$ cat config.mk
export PLATFORM = sky130hd
export DESIGN_NAME = outshut_ctrl
export DESIGN_NICKNAME = d
export VERILOG_FILES = /design/src/rtl/outshut_pkg.sv /design/src/rtl/outshut_fault_det.sv /design/src/rtl/outshut_pair_cmp.sv /design/src/rtl/outshut_ctrl.sv
export SDC_FILE = /design/constraint.sdc
export NUM_CORES = 1
export LEC_CHECK = 0
export ABC_AREA = 1
export BUFFER_PORTS_ARGS = -buffer_cell sky130_fd_sc_hd__buf_2
export CORE_UTILIZATION = 45
export DETAILED_ROUTE_END_ITERATION = 6
export GPL_ROUTABILITY_DRIVEN = 0
export PLACE_DENSITY = 0.65
export SYNTH_ARGS = -nofsm -noshare
export SYNTH_HDL_FRONTEND = slang
export SYNTH_SLANG_ARGS = --single-unit
$ cat constraint.sdc
create_clock -name clk -period 4.91 [get_ports clk]
set_input_delay 0.7365 -clock clk [delete_from_list [all_inputs] [get_ports clk]]
set_output_delay 0.7365 -clock clk [all_outputs]
set_load 0.1 [all_outputs]
$ cat src/rtl/outshut_pkg.sv
package outshut_pkg;
    typedef enum logic [1:0] {
        DET_WATCH = 2'd0,
        DET_COUNT = 2'd1,
        DET_TRIP  = 2'd2
    } det_state_e;

    localparam logic [1:0] MD_EDGE   = 2'd0;
    localparam logic [1:0] MD_DIV8   = 2'd1;
    localparam logic [1:0] MD_DIV16  = 2'd2;
    localparam logic [1:0] MD_DIV128 = 2'd3;

    localparam int A_MODE  = 0;
    localparam int A_FLAG  = 1;
    localparam int A_CTRL  = 2;
    localparam int A_ROUTE = 3;
    localparam int A_PAIR  = 4;

    localparam int GRP_OFS    = 16;
    localparam int ACT_OFS    = 8;
    localparam int PFLAG_OFS  = 16;
    localparam int CMPIRQ_BIT = 16;
    localparam int FRCM_BIT   = 17;
    localparam int FRCC_BIT   = 18;
endpackage

$ cat src/rtl/outshut_fault_det.sv
module outshut_fault_det
    import outshut_pkg::*;
#(
    parameter int CNT_W = 4
) (
    input  logic       clk,
    input  logic       rst_n,
    input  logic       pin_n,
    input  logic [1:0] mode,
    input  logic       tick8,
    input  logic       tick16,
    input  logic       tick128,
    input  logic       clr_req,
    output logic       trip
);
    localparam logic [CNT_W-1:0] LAST = '1;

    logic s1, s2, s3;
    logic fall, tick, lvl_mode;
    det_state_e st, st_nx;
    logic [CNT_W-1:0] cnt, cnt_nx;

    // two-flop synchronizer plus one history stage for edge detection
    always_ff @(posedge clk or negedge rst_n) begin
        if (!rst_n) begin
            s1 <= 1'b1;
            s2 <= 1'b1;
            s3 <= 1'b1;
        end else begin
            s1 <= pin_n;
            s2 <= s1;
            s3 <= s2;
        end
    end

    always_comb begin
        fall     = s3 && !s2;
        lvl_mode = (mode != MD_EDGE);
        case (mode)
            MD_DIV8:   tick = tick8;
            MD_DIV16:  tick = tick16;
            MD_DIV128: tick = tick128;
            default:   tick = 1'b0;
        endcase
    end

    // state register
    always_ff @(posedge clk or negedge rst_n) begin
        if (!rst_n) begin
            st  <= DET_WATCH;
            cnt <= '0;
        end else begin
            st  <= st_nx;
            cnt <= cnt_nx;
        end
    end

    // next state and outputs
    always_comb begin
        st_nx  = st;
        cnt_nx = cnt;
        unique case (st)
            DET_WATCH: begin
                if (!lvl_mode) begin
                    if (fall) st_nx = DET_TRIP;
                end else if (tick && !s2) begin
                    st_nx  = DET_COUNT;
                    cnt_nx = CNT_W'(1);
                end
            end
            DET_COUNT: begin
                if (!lvl_mode) begin
                    st_nx  = DET_WATCH;
                    cnt_nx = '0;
                end else if (tick) begin
                    if (s2) begin
                        st_nx  = DET_WATCH;
                        cnt_nx = '0;
                    end else if (cnt == LAST) begin
                        st_nx = DET_TRIP;
                    end else begin
                        cnt_nx = cnt + 1'b1;
                    end
                end
            end
            DET_TRIP: begin
                if (clr_req && !(lvl_mode && !s2)) begin
                    st_nx  = DET_WATCH;
                    cnt_nx = '0;
                end
            end
            default: begin
                st_nx  = DET_WATCH;
                cnt_nx = '0;
            end
        endcase
        trip = (st == DET_TRIP);
    end
endmodule

$ cat src/rtl/outshut_pair_cmp.sv
module outshut_pair_cmp (
    input  logic clk,
    input  logic rst_n,
    input  logic drv_a,
    input  logic drv_b,
    input  logic en,
    input  logic act_hi,
    input  logic clr_req,
    output logic flag
);
    logic clash;

    always_comb clash = en && (drv_a == act_hi) && (drv_b == act_hi);

    // a conflict on the same edge outranks a clear
    always_ff @(posedge clk or negedge rst_n) begin
        if (!rst_n)       flag <= 1'b0;
        else if (clash)   flag <= 1'b1;
        else if (clr_req) flag <= 1'b0;
    end
endmodule

$ cat src/rtl/outshut_ctrl.sv
module outshut_ctrl
    import outshut_pkg::*;
#(
    parameter int N_IN   = 9,
    parameter int N_PAIR = 3,
    parameter int AW     = 3,
    parameter int DW     = 32,
    parameter int PRE_W  = 7
) (
    input  logic              clk,
    input  logic              rst_n,
    input  logic [AW-1:0]     reg_addr,
    input  logic              reg_wr,
    input  logic              reg_rd,
    input  logic [DW-1:0]     reg_wdata,
    output logic [DW-1:0]     reg_rdata,
    input  logic [N_IN-1:0]   fault_n,
    input  logic [N_PAIR-1:0] drv_hi,
    input  logic [N_PAIR-1:0] drv_lo,
    output logic              hiz_main,
    output logic              hiz_ch0,
    output logic              irq
);
    localparam int MODE_W = 2 * N_IN;
    localparam int T8_W   = 3;
    localparam int T16_W  = 4;

    logic [MODE_W-1:0] mode_q;
    logic [N_IN-1:0]   irq_en_q, hiz_en_q, grp_ch0_q;
    logic              cmp_irq_en_q, frc_main_q, frc_ch0_q;
    logic [N_PAIR-1:0] cmp_en_q, act_hi_q;
    logic [N_IN-1:0]   in_trip, in_arm, in_clr;
    logic [N_PAIR-1:0] cmp_flag, cmp_arm, cmp_clr;
    logic [PRE_W-1:0]  pres_q;
    logic              tick8, tick16, tick128;
    logic              wr_flag, wr_pair, rd_flag, rd_pair;
    logic              unused_wbits;

    assign unused_wbits = ^reg_wdata;

    always_ff @(posedge clk or negedge rst_n) begin
        if (!rst_n) pres_q <= '0;
        else        pres_q <= pres_q + 1'b1;
    end

    always_comb begin
        tick8   = &pres_q[T8_W-1:0];
        tick16  = &pres_q[T16_W-1:0];
        tick128 = &pres_q;
        wr_flag = reg_wr && (reg_addr == AW'(A_FLAG));
        wr_pair = reg_wr && (reg_addr == AW'(A_PAIR));
        rd_flag = reg_rd && (reg_addr == AW'(A_FLAG));
        rd_pair = reg_rd && (reg_addr == AW'(A_PAIR));
        in_clr  = {N_IN{wr_flag}} & ~reg_wdata[N_IN-1:0] & in_arm;
        cmp_clr = {N_PAIR{wr_pair}} & ~reg_wdata[PFLAG_OFS +: N_PAIR] & cmp_arm;
    end

    for (genvar i = 0; i < N_IN; i++) begin : g_in
        outshut_fault_det u_det (
            .clk     (clk),
            .rst_n   (rst_n),
            .pin_n   (fault_n[i]),
            .mode    (mode_q[2*i +: 2]),
            .tick8   (tick8),
            .tick16  (tick16),
            .tick128 (tick128),
            .clr_req (in_clr[i]),
            .trip    (in_trip[i])
        );
    end

    for (genvar j = 0; j < N_PAIR; j++) begin : g_pair
        outshut_pair_cmp u_cmp (
            .clk     (clk),
            .rst_n   (rst_n),
            .drv_a   (drv_hi[j]),
            .drv_b   (drv_lo[j]),
            .en      (cmp_en_q[j]),
            .act_hi  (act_hi_q[j]),
            .clr_req (cmp_clr[j]),
            .flag    (cmp_flag[j])
        );
    end

    // a read that returns a set flag arms its clear
    always_ff @(posedge clk or negedge rst_n) begin
        if (!rst_n) begin
            in_arm  <= '0;
            cmp_arm <= '0;
        end else begin
            in_arm  <= in_trip & (in_arm | {N_IN{rd_flag}});
            cmp_arm <= cmp_flag & (cmp_arm | {N_PAIR{rd_pair}});
        end
    end

    always_ff @(posedge clk or negedge rst_n) begin
        if (!rst_n) begin
            mode_q       <= '0;
            irq_en_q     <= '0;
            cmp_irq_en_q <= 1'b0;
            frc_main_q   <= 1'b0;
            frc_ch0_q    <= 1'b0;
            hiz_en_q     <= '0;
            grp_ch0_q    <= '0;
            cmp_en_q     <= '0;
            act_hi_q     <= '0;
        end else if (reg_wr) begin
            case (reg_addr)
                AW'(A_MODE): mode_q <= reg_wdata[MODE_W-1:0];
                AW'(A_CTRL): begin
                    irq_en_q     <= reg_wdata[N_IN-1:0];
                    cmp_irq_en_q <= reg_wdata[CMPIRQ_BIT];
                    frc_main_q   <= reg_wdata[FRCM_BIT];
                    frc_ch0_q    <= reg_wdata[FRCC_BIT];
                end
                AW'(A_ROUTE): begin
                    hiz_en_q  <= reg_wdata[N_IN-1:0];
                    grp_ch0_q <= reg_wdata[GRP_OFS +: N_IN];
                end
                AW'(A_PAIR): begin
                    cmp_en_q <= reg_wdata[N_PAIR-1:0];
                    act_hi_q <= reg_wdata[ACT_OFS +: N_PAIR];
                end
                default: ;
            endcase
        end
    end

    always_comb begin
        reg_rdata = '0;
        if (reg_rd) begin
            case (reg_addr)
                AW'(A_MODE): reg_rdata[MODE_W-1:0] = mode_q;
                AW'(A_FLAG): reg_rdata[N_IN-1:0]   = in_trip;
                AW'(A_CTRL): begin
                    reg_rdata[N_IN-1:0]   = irq_en_q;
                    reg_rdata[CMPIRQ_BIT] = cmp_irq_en_q;
                    reg_rdata[FRCM_BIT]   = frc_main_q;
                    reg_rdata[FRCC_BIT]   = frc_ch0_q;
                end
                AW'(A_ROUTE): begin
                    reg_rdata[N_IN-1:0]        = hiz_en_q;
                    reg_rdata[GRP_OFS +: N_IN] = grp_ch0_q;
                end
                AW'(A_PAIR): begin
                    reg_rdata[N_PAIR-1:0]          = cmp_en_q;
                    reg_rdata[ACT_OFS +: N_PAIR]   = act_hi_q;
                    reg_rdata[PFLAG_OFS +: N_PAIR] = cmp_flag;
                end
                default: ;
            endcase
        end
    end

    always_comb begin
        hiz_main = (|(in_trip & hiz_en_q & ~grp_ch0_q)) || (|cmp_flag) || frc_main_q;
        hiz_ch0  = (|(in_trip & hiz_en_q & grp_ch0_q)) || frc_ch0_q;
        irq      = (|(in_trip & irq_en_q)) || (cmp_irq_en_q && (|cmp_flag));
    end
endmodule

Yosys cells after proc, flatten, opt, wreduce, memory -nomap -nowiden
Cells that the tools add are included.
- ROM bits: 0
- bits in registers: 157
- bits in latches: 0
- input bits: 54
- memories kept: 0
- output and inout bits: 35
- memory bits (writable): 0
- bitwise logic cells: 15
- $lt $le $gt $ge: 0
- eq/ne operators: 136
- divide/modulo/power cells: 0
- shifts and indexed selects: 0
- reductions and logical operators: 120
- mux-type cells: 177
- multiply operators: 0
- $add $sub $neg: 10
- operators by type and width (operator ; number):
    $mux W4 ; 63
    $mux W2 ; 72
    $pmux W4 S3 ; 9
    $reduce_and A5 Y1 ; 18
    $ne A4 B3 Y1 const B ; 18
    $and A9 B9 Y9 ; 7
    $eq A2 B2 Y1 const B ; 27
    $pmux W2 S3 ; 9
    $logic_and A1 B1 Y1 ; 47
    $add A4 B1 Y4 const B ; 9
    $eq A2 B1 Y1 const B ; 18
    $eq A4 B4 Y1 const B ; 9
    $ne A2 B1 Y1 const B ; 18
    $pmux W1 S3 ; 10
    $ne A3 B1 Y1 const B ; 9
    $ne A3 B2 Y1 const B ; 9
    $ne A3 B3 Y1 const B ; 9
    $reduce_or A9 Y1 ; 3
    $mux W25 ; 1
    $reduce_bool A2 Y1 ; 12
    $pmux W5 S4 ; 1
    $logic_not A1 Y1 ; 18
    $logic_not A2 Y1 ; 9
    $ne A2 B2 Y1 const B ; 9
    24 further kinds ; 44

Longest topological paths before layout
Gate-level depths: netlist of run 1.
- word-level depth: 7
- depth in mapped cells: 11
- gate-level depth less buffers: 10

By module
From an unflattened synthesis of run 1, not the netlist that was laid out.
- cells, all modules: 1282
- area, all modules: 9579.2 sq um
- modules (own cells, without submodules) (module ; instances ; area an instance (sq um) ; cells an instance):
    outshut_ctrl ; 1 ; 3987.6 ; 478
    outshut_fault_det at g_in[0].u_det ... ; 5 ; 584.3 ; 85
    outshut_fault_det at g_in[5].u_det ... ; 4 ; 624.3 ; 88
    outshut_pair_cmp ; 3 ; 57.6 ; 9

Worst setup path after synthesis of run 1
OpenSTA, ideal clock, no wires.
- path type: input-to-output
- from: input port reg_addr[0]
- to: output port reg_rdata[9]
- arrival: 3515 ps
- buffers on the path: 2
- stages on the path: 5
- data required time: 4174 ps
- path slack: 659 ps
- cells stage by stage: buf_6 > nor2_1 > nand2_1 > buf_2 > o32ai_1
- word-level cells in the longest chain between the ends: 3
- ends and longest elaborated chain (what ; line ; RTL):
    start: declaration ; outshut_ctrl.sv:12 ; input logic [AW-1:0] reg_addr,
    $eq A3 B3 Y1 or $logic_not A3 Y1 (tied branches) ; outshut_ctrl.sv:132 ; case (reg_addr)
    $pmux W2 S2 (*) ; outshut_ctrl.sv:132 ;
    $mux W25 (*) ; outshut_ctrl.sv:131 ; if (reg_rd) begin
    end: declaration ; outshut_ctrl.sv:16 ; output logic [DW-1:0] reg_rdata,
Mark *: on every way between the ends. The rest lies on a longest branch, timed or not.

Worst setup path in the final report of run 1
- from: input port reg_addr[0]
- to: output port reg_rdata[16]
- word-level cells in the longest chain between the ends: 3
- ends and longest elaborated chain (what ; line):
    $eq A3 B3 Y1, or another cell as far along ; outshut_ctrl.sv:132
    $pmux W2 S4 (*) ; outshut_ctrl.sv:132
    $mux W25 (*) ; outshut_ctrl.sv:131
Marked as above.

==> results.txt, run 1 <==
Yosys cell types = 40
final cell count without fillers = 1,475
Static Leakage = 5.001 nW
Final min period = 3377 ps
final net count = 1,291
Slowest-stage cell, CP = buf_2
post-synthesis sequential area ratio = 46.23%
synth warn = 0
maximum vdd ir drop = 0.0002760 V
period utilization = 68.77%
dpl hpwl = 15,650 um
final worst-path setup slack = 1533 ps
dpl ws = 1527 ps
Hold Crit Class = flop to flop
drt pass-1 iters = 5
initial antenna violation count = 2
placed cell count = 1,441
Least-Margin Pin Slew = 916.9 ps
CP Class = primary input to output port
CTS resizes = 0
global route total overflow = 0
Post-Syn Area = 8572 um2
Pwr per Cell Area = 496.7 nW/um2
# DRC = 0
Biggest register = g_in.u_det.cnt
Worst EP arrival = 2640 ps
Area Overhead vs Synth = 14.04%
RSZ-0062 raised after global routing = false
GRT met1 Usage = 33.43%
CP cell instances = buf_2 > nor2_1 > nand2_1 > inv_2 > nand2_1 > a41oi_1 > buf_2
Critical Path End Type = output port
Placed Area = 9153 um2
Post-Synthesis Cells = 1,147
main flop type after synthesis = dfrtp_1
Post-synth EDFFs = 0
CTS tree = built
CP Launch Type = primary input
Largest stage delay, worst path = 500 ps
DR WL/cell = 14.87 um
final setup violation count = 0
worst-path maximum fanout = 11
CTS buffer count = 17
global-route met2 utilization = 36.92%
Yosys reg bits = 157
GRT met3 Usage = 4.444%
first-pass GRT wire length = 36,000 um
Die Y = 140.0 um
final hold slack = 355.7 ps
fraction of registers with async set/reset = 100.0%
die area = 19,600 um2
Clock Root Buffer = clkbuf_16
Port Buffer Count = 74
Setup Total Neg Slack = 0 ps
clock buffer depth = 2
core region area = 18,710 um2
Syn Area/Cell = 7.473 um2
worst-skew pair later-pin latency = 430 ps
Synth area leaders = dfrtp_1 (38%), nand2_1 (14%), dfstp_2 (8.3%), nand3_1 (6.3%), inv_1 (5.9%)
post-CTS setup buffer count = 0
Synth top area share = 37.95%
starting density of the core = 45.83%
total power = 4.856 mW
max FFs per register = 36
Ports = 89
Top Registers = g_in.u_det.cnt x36, g_in.u_det.st x18, mode_q x18
largest net degree at the start of global routing = 101
most used routing layer = met2
H-tree depth = 4
hold-fix buffers at CTS = 0
DR iter-0 viols = 532
final core occ = 52.26%
largest area contributor in the netlist = dfrtp_1
Slew Limit Fails = 0
Final ANT Viol Nets = 0
Final Cell Area = 9776 um2
post-DR vias/cell = 5.209
max-cap violations = 0
hold depth = 0
worst-case reg-to-reg path depth = 10
Hold Vio Cnt, Final = 0
die width = 140.0 um
GRT Resource Usage Total = 23.58%
Total Wirelength = 21,940 um
vias = 7,684
vias in the first global route = 7,089
row cnt = 50
critical path data required time = 4170 ps
CTS Sinks = 157
outcome = complete, no violations
Max Clk Rate = 296.1 MHz
layout cells sized above 1 = 15.90%
Max transition margin = 38.88%
Clock transition at path regs = 60 ps
Setup Skew = 7.187 ps
## layout make-up
class | count | area (um2)
inverter | 139 | 521.8
clock buffer | 20 | 456.7
antenna | 2 | 5.005
multi-input combinational | 835 | 3984
clock inverter | 12 | 161.4
fill | 1815 | 8930
timing repair buffer | 76 | 391.6
sequential | 157 | 3963
tap | 234 | 292.8
## layer usage
layer	share of wire [%]	wire, um	up-vias
li1	-	-	3872
met1	49	10650	3598
met2	45	9897	191
met3	5.0	1106	21
met4	1.3	276	2
met5	0.036	8	-
## critical path, delay by kind of cell
kind | cells | cell delay (ps)
and+or+nand+nor | 3 | 570
AOI/OAI and AO/OA | 1 | 330
buffers and inverters | 3 | 980
## power by group
group | switching [mW] | total [mW] | leakage, nW | internal [mW]
Clock | 0.557 | 1.39 | 0.299 | 0.832
Combinational | 1.20 | 1.69 | 2.77 | 0.487
Sequential | 0.233 | 1.78 | 1.93 | 1.54
Total | 1.99 | 4.86 | 5.00 | 2.86
## cell usage after synthesis, types with 9 or more instances
master   number
nor2_1      119
nand2_1     324
nand2_2      24
dfstp_2      27
or2_2         9
o22ai_1      10
nor2_4       11
inv_1       134
dfrtp_1     130
a21oi_1      43
nand4_1      20
ha_1         11
nand3_1     108
nor3_1       41
nor2_2        9
o21ai_0      58
## cells in the final DEF (no fill, tap or decap), drive strengths merged
| cell | n |
|---|---|
| a221oi | 3 |
| nand3b | 3 |
| or2 | 9 |
| o21ai | 65 |
| o31ai | 2 |
| clkinvlp | 2 |
| diode | 2 |
| dfstp | 27 |
| nor2 | 140 |
| nor3 | 41 |
| nand2 | 348 |
| xor2 | 4 |
| clkinv | 6 |
| clkbuf | 20 |
| conb | 7 |
| a31oi | 3 |
| buf | 76 |
| a41oi | 2 |
| nand3 | 111 |
| nand4 | 20 |
| o32ai | 1 |
| nor4 | 2 |
| dfrtp | 130 |
| o22ai | 10 |
| ha | 11 |
| bufinv | 3 |
| a21oi | 43 |
| a211oi | 7 |
| inv | 140 |
| o21bai | 2 |
| nor3b | 1 |
## cell families (layout without fill, tap and decap cells)
kind of cell    Yosys count  after routing  synth area share [%]
compound gates          138            138                 8.918
simple gates            675            675                 35.24
other cells               1              9               0.04375
flops                   157            157                 46.23
xor+xnor                  4              4                0.4087
buf+inv                 161            247                 7.561
fa+ha+maj                11             11                 1.606
## final timing paths
kind | start | end | slack (ps)
max in group asynchronous | rst_n | g_in[8].u_det.s2 | 3440
min in group asynchronous | rst_n | g_in[5].u_det.cnt[1] | 410
hold reg to reg | g_in[3].u_det.s1 | g_in[3].u_det.s2 | 360
setup reg to reg | pres_q[0] | g_in[3].u_det.cnt[0] | 2710
setup / recovery | reg_addr[0] | reg_rdata[16] | 1530
hold / removal | g_in[3].u_det.s1 | g_in[3].u_det.s2 | 360
(Power assumes the default switching activity.)
==> run 2, diff against run 1 <==
Settings changed: ABC_AREA 1 to 0, PLACE_DENSITY 0.65 to 0.67.
Clock period 4.91 ns to 3 ns, I/O delays scaled along.
==> run 2 against run 1 <==
Against the previous run: the flow now finishes with violations (DRC); register-to-register slack got worse by 2100 ps; area after synthesis down 2.2%; routed wire length is 2.9% lower; sequential power increased by 77%; non-clock buffer count increased by 28; critical path type is now flop to output port; highest routed layer is now met4.
==> results.txt, run 2 <==
outcome = finished with violations
violated checks = DRC
post-synthesis sequential area ratio = 47.29% (+1.1 points)
vias in the first global route = 6,578 (-7.2%)
Static Leakage = 4.185 nW (-16%)
critical path data required time = 2550 ps (-1620 ps)
die area = 19,170 um2 (-2.2%)
final net count = 994 (-23%)
Ports = 89 (unchanged)
simple-gate area share of the yosys netlist = 18.87% (-16 points)
Setup Skew = 4.907 ps (-2.280 ps)
final core occ = 54.58% (+2.3 points)
CP Class = flop to output port
global route total overflow = 0 (unchanged)
Least-Margin Pin Slew = 889.3 ps (-27.54 ps)
GRT Resource Usage Total = 23.34% (-0.24 points)
XOR/XNOR Fraction of Synth Area = 0.5226% (+0.11 points)
most common cell in the synthesized netlist = dfrtp_1
Final min period = 2834 ps
Hold Crit Class = primary input to flop
vias = 6,831 (-11%)
hold-fix buffers at CTS = 1 (+1)
synth warn = 0 (unchanged)
n_diodes = 0 (-2)
Biggest register = g_in.u_det.cnt
Post-Synthesis Cells = 841 (-27%)
DR iter-0 viols = 558 (+4.9%)
Yosys cell types = 74 (+85%)
most frequent cells in the layout = dfrtp_1 (130), nor2_1 (71), buf_2 (62)
# DRC = 14 (+14)
max-cap violations = 0 (unchanged)
delay-heaviest family, CP = simple AND/OR/NAND/NOR gates
total power = 7.654 mW (+58%)
dpl hpwl = 15,300 um (-2.3%)
largest family of logic cells by synthesized area = compound AO/OA/AOI/OAI gates
Slowest-stage cell, CP = dfrtp_1
Final ANT Viol Nets = 0 (unchanged)
Total Wirelength = 21,300 um (-2.9%)
CP Launch Type = flop
worst path buffer plus inverter count = 1 (-2)
main flop type after synthesis = dfrtp_1
CTS buffer count = 17 (unchanged)
Top Registers = g_in.u_det.cnt x36, g_in.u_det.st x18, mode_q x18
Syn Area/Cell = 9.963 um2 (+33%)
Max transition margin = 40.57% (+1.7 points)
Placed Area = 9285 um2 (+1.4%)
Max Clk Rate = 352.8 MHz
Post-Syn Area = 8379 um2 (-2.2%)
area share of fa/ha/maj cells after synthesis = 1.643% (+0.037 points)
Clock transition at path regs = 60 ps (about the same)
Synth area leaders = dfrtp_1 (39%), dfstp_2 (8.5%), mux2_2 (7.7%), a21oi_1 (3.9%), nor2_1 (3.3%)
largest area contributor in the netlist = dfrtp_1
Synth top area share = 38.82% (+0.87 points)
Port Buffer Count = 74 (unchanged)
Pwr per Cell Area = 775.3 nW/um2 (+56%)
layout cells sized above 1 = 27.81% (+12 points)
Final Cell Area = 9872 um2 (+0.99%)
row cnt = 49 (-2.0%)
footprint of the multi-input gates = 4144 um2 (+4.0%)
drt pass-1 iters = 7 (+2)
commonest cells in the netlist = dfrtp_1 (130), nor2_1 (74), a21oi_1 (66), nand2_1 (59), mux2_2 (57)
CTS tree = built
starting density of the core = 46.33% (+0.50 points)
Clock Root Buffer = clkbuf_16
maximum vdd ir drop = 0.0004794 V (+74%)
H-tree depth = 4 (unchanged)
Die Y = 138.5 um (-1.1%)
CP cell instances = nor2b_1 > nand2_1 > o22ai_1 > nor2_1 > o2111ai_1 > buf_2
most common cell after layout, fill and taps aside = dfrtp_1
DR WL/cell = 18.19 um (+22%)
worst-skew pair later-pin latency = 440 ps (about the same)
first-pass GRT wire length = 35,040 um (-2.7%)
Area Overhead vs Synth = 17.81%
Hold Vio Cnt, Final = 0 (unchanged)
# fillers = 1,607 (-11%)
fraction of registers with async set/reset = 100.0% (unchanged)
register area = 3963 um2 (unchanged)
post-synthesis mux area share = 8.616% (+8.6 points)
period utilization = 94.48%
final setup violation count = 0 (unchanged)
CTS Sinks = 157 (unchanged)
Slew Limit Fails = 0 (unchanged)
initial antenna violation count = 0 (-2)
clock buffer depth = 2 (unchanged)
largest net degree at the start of global routing = 54 (-47%)
post-DR vias/cell = 5.833 (+12%)
Worst EP arrival = 2380 ps (-260 ps)
Post-synth EDFFs = 0 (unchanged)
CTS resizes = 0 (unchanged)
post-CTS setup buffer count = 0 (unchanged)
die width = 138.5 um (-1.1%)
RSZ-0062 raised after global routing = false
core region area = 18,090 um2 (-3.3%)
worst-path maximum fanout = 6 (-5)
max FFs per register = 36 (unchanged)
Yosys reg bits = 157 (unchanged)
Largest stage delay, worst path = 490 ps (about the same)
Critical Path End Type = output port
Setup Total Neg Slack = 0 ps (unchanged)
Synth Area in Compound Gates = 19.05% (+10 points)
==> run 2: worst paths after layout <==
check / cells after the start / from / slack, ps / to
max in group asynchronous: 3 / rst_n / 1610 / g_in[6].u_det.s2
hold reg to reg: 0 / g_in[4].u_det.s1 / 360 / g_in[4].u_det.s2
min in group asynchronous: 2 / rst_n / 530 / g_in[6].u_det.cnt[2]
hold / removal: 1 / fault_n[8] / 100 / g_in[8].u_det.s1
setup / recovery: 6 / g_in[0].u_det.st[1] / 170 / hiz_main
setup reg to reg: 8 / pres_q[0] / 570 / g_in[1].u_det.cnt[2]
==> run 2: kinds of logic after synthesis <==
family / Yosys count
simple gates: 296
compound gates: 233
flops: 157
buf+inv: 73
mux: 65
fa+ha+maj: 11
xor+xnor: 5
other cells: 1
==> run 2: where the power goes <==
part	internal (mW)	total (mW)	switching, mW	leakage (nW)
sequential	2.57	3.15	0.579	1.90
clock	1.26	2.13	0.870	0.279
combinational	1.03	2.37	1.34	2.01
==> run 2: layer usage <==
layer	part of all wire, %	vias to the layer above	routed length, um	GRT usage (%)
met3	7.1	34	1504	5.750
met1	46	3346	9827	32.67
met5	0	-	0	0
met4	2.1	0	456	8.575
met2	45	200	9510	35.03
li1	-	3251	-	-
==> run 2: worst register-to-register path: cells and delay by family, from the launching register on <==
| family | cells | cell delay (ps) |
|---|---|---|
| AO/OA/AOI/OAI | 3 | 800 |
| AND/OR/NAND/NOR | 2 | 430 |
| adder cells (fa/ha/maj) | 2 | 430 |
| flip-flops | 1 | 400 |
| buffers and inverters | 1 | 280 |
==> run 2: layout make-up <==
class,instances,area share [%]
inverter,32,1.217
clock inverter,11,1.179
tap,229,2.902
multi-input combinational,617,41.98
sequential,157,40.14
clock buffer,21,4.664
timing repair buffer,104,7.921
==> run 2: through the flow <==
stage / instances / setup slack (ps) / hold slack [ps]
2_1_floorplan: 847 / 16.03 / 154.4
3_3_place_gp: 1138 / 584.4 / 345.6
3_5_place_dp: 1138 / 581.4 / 347.2
4_1_cts: 1171 / 196.5 / 90.26
5_1_grt: 1171 / 107.8 / 91.69
6_report: 1171 / 165.6 / 104.3
==> run 3, diff against run 2 <==
Settings changed: PLACE_DENSITY 0.67 to 0.65.
Clock period 3 ns to 2.7 ns, I/O delays scaled along.
==> run 3 against run 2 <==
Against the previous run: the flow still finishes with violations (DRC); routed wire length grew 1.8%; count of clock-buffer cells in the layout shrank 1; non-clock buffer count grew 2; combinational power grew 11%; power grew 13%; critical path depth is the same; cell count grew 0.17%; register-to-register slack lost 400 ps; die area is the same; first-iteration DRC count shrank 9.0%; sequential power grew 11%; critical path type unchanged; largest power group unchanged; via count grew 0.78%.
==> results.txt, run 3 (same netlist as run 2, synthesis figures left out) <==
CTS tree = built
Pwr per Cell Area = 855.8 nW/um2 (+10%)
worst-skew pair later-pin latency = 430 ps (about the same)
initial antenna violation count = 0 (unchanged)
global route total overflow = 0 (unchanged)
DR WL/cell = 18.49 um (+1.7%)
footprint of the multi-input gates = 4151 um2 (+0.18%)
die width = 138.5 um (unchanged)
most common cell after layout, fill and taps aside = dfrtp_1
GRT Resource Usage Total = 24.08% (+0.73 points)
Slew Limit Fails = 0 (unchanged)
Least-Margin Pin Slew = 765.6 ps (-123.7 ps)
Clock Root Buffer = clkbuf_16
CP cell instances = nor2b_1 > buf_4 > a22o_1 > a221oi_1 > nand3_1 > buf_2
core region area = 18,090 um2 (unchanged)
worst path buffer plus inverter count = 2 (+1)
setup slack, reg-to-reg = 170 ps (-400 ps)
final net count = 996 (+0.20%)
Largest stage delay, worst path = 480 ps (about the same)
vias = 6,884 (+0.78%)
Top Registers = g_in.u_det.cnt x36, g_in.u_det.st x18, mode_q x18
Hold Vio Cnt, Final = 0 (unchanged)
starting density of the core = 46.33% (unchanged)
Port Buffer Count = 74 (unchanged)
Max transition margin = 48.49% (+7.9 points)
H-tree depth = 4 (unchanged)
post-CTS setup buffer count = 0 (unchanged)
critical path data required time = 2300 ps (-250 ps)
final hold slack = 65.48 ps (-38.81 ps)
Critical Path End Type = output port
Ports = 89 (unchanged)
Static Leakage = 4.220 nW (+0.85%)
# DRC = 12 (-2)
Setup Total Neg Slack = 0 ps (unchanged)
dpl hpwl = 15,600 um (+2.0%)
die area = 19,170 um2 (unchanged)
CP Class = flop to output port
max FFs per register = 36 (unchanged)
row cnt = 49 (unchanged)
clock buffer depth = 2 (unchanged)
outcome = finished with violations
hold depth = 1 (unchanged)
post-DR vias/cell = 5.869 (+0.60%)
violated checks = DRC
first-pass GRT wire length = 35,810 um (+2.2%)
Final ANT Viol Nets = 0 (unchanged)
Reg-to-Reg End = g_in[2].u_det.cnt[1]
maximum vdd ir drop = 0.0005039 V (+5.1%)
delay-heaviest family, CP = buffers and inverters
# fillers = 1,593 (-0.87%)
Area Overhead vs Synth = 20.17%
CTS buffer count = 17 (unchanged)
n_diodes = 0 (unchanged)
worst-path maximum fanout = 10 (+4)
layout cells sized above 1 = 28.39% (+0.58 points)
final setup violation count = 0 (unchanged)
CTS Sinks = 157 (unchanged)
Total Wirelength = 21,690 um (+1.8%)
largest net degree at the start of global routing = 47 (-13%)
worst-case reg-to-reg path depth = 9 (+1)
reg2reg start = pres_q[0]
Final min period = 2600 ps
DR iter-0 viols = 508 (-9.0%)
Max Clk Rate = 384.6 MHz
Biggest register = g_in.u_det.cnt
period utilization = 96.31%
hold endpoint = g_in[1].u_det.s1
Worst EP arrival = 2200 ps (-180 ps)
Clock transition at path regs = 70 ps (about the same)
vias in the first global route = 6,818 (+3.6%)
CP Launch Type = flop
HP Start = fault_n[1]
most frequent cells in the layout = dfrtp_1 (130), nor2_1 (70), nand2_1 (59), a21oi_1 (59), mux2_2 (57)
register area = 3963 um2 (unchanged)
drt pass-1 iters = 7 (unchanged)
max-cap violations = 0 (unchanged)
Hold Crit Class = primary input to flop
Slowest-stage cell, CP = dfrtp_1
Die Y = 138.5 um (unchanged)
Setup Skew = 8.950 ps (+4.043 ps)
-- run 3: per-stage QoR --
stage / utilization [%] / instance area, um2 / power, mW / setup WS (ps) / cells
2_1_floorplan: - / 8441 / 5.378 / 17.29 / 847
3_3_place_gp: 52.17 / 9435 / 6.062 / 134.4 / 1140
3_5_place_dp: 52.17 / 9435 / 6.130 / 52.65 / 1140
4_1_cts: 55.63 / 10060 / 8.656 / 32.52 / 1173
5_1_grt: 55.68 / 10070 / 9.139 / -12.33 / 1173
6_report: 55.68 / 10070 / 8.618 / 99.71 / 1173
-- run 3: layout make-up --
class	count	area share [%]
multi-input cells	617	41.23
flip-flops and latches	157	39.35
repair buffers	106	9.257
clock buffers	20	4.535
well taps	229	2.845
clock inverters	12	1.590
inverters	32	1.193
-- run 3: repair_timing --
action                     in CTS  in global routing
resized for setup               0                  4
hold buffers                    1                  0
setup endpoints to repair       0                 11
hold endpoints to repair       36                  0
-- run 3: worst max path at each step --
| stage | startpoint | to | slack, ps | cells past startpoint |
|---|---|---|---|---|
| floorplan | reg_addr[1] | reg_rdata[3] | 20 | 6 |
| global placement | pres_q[0] | g_in[2].u_det.cnt[1] | 130 | 9 |
| detailed placement | pres_q[0] | g_in[2].u_det.cnt[1] | 50 | 9 |
| CTS | pres_q[0] | g_in[2].u_det.cnt[1] | 30 | 9 |
| global route | pres_q[0] | g_in[2].u_det.cnt[1] | -10 | 9 |
| finish | g_in[7].u_det.st[1] | irq | 100 | 6 |
-- run 3: power breakdown --
part,switching (mW),internal [mW],total (mW)
clock network,0.981,1.51,2.49
registers,0.632,2.85,3.49
logic,1.51,1.13,2.64
-- run 3: per-layer routing --
metal | vias to the layer above | track usage, % | share of wire (%)
met5 | - | 0 | 0
met4 | 0 | 8.989 | 2.1
met3 | 33 | 5.334 | 6.7
met2 | 231 | 37.56 | 46
met1 | 3357 | 32.84 | 45
li1 | 3263 | - | -
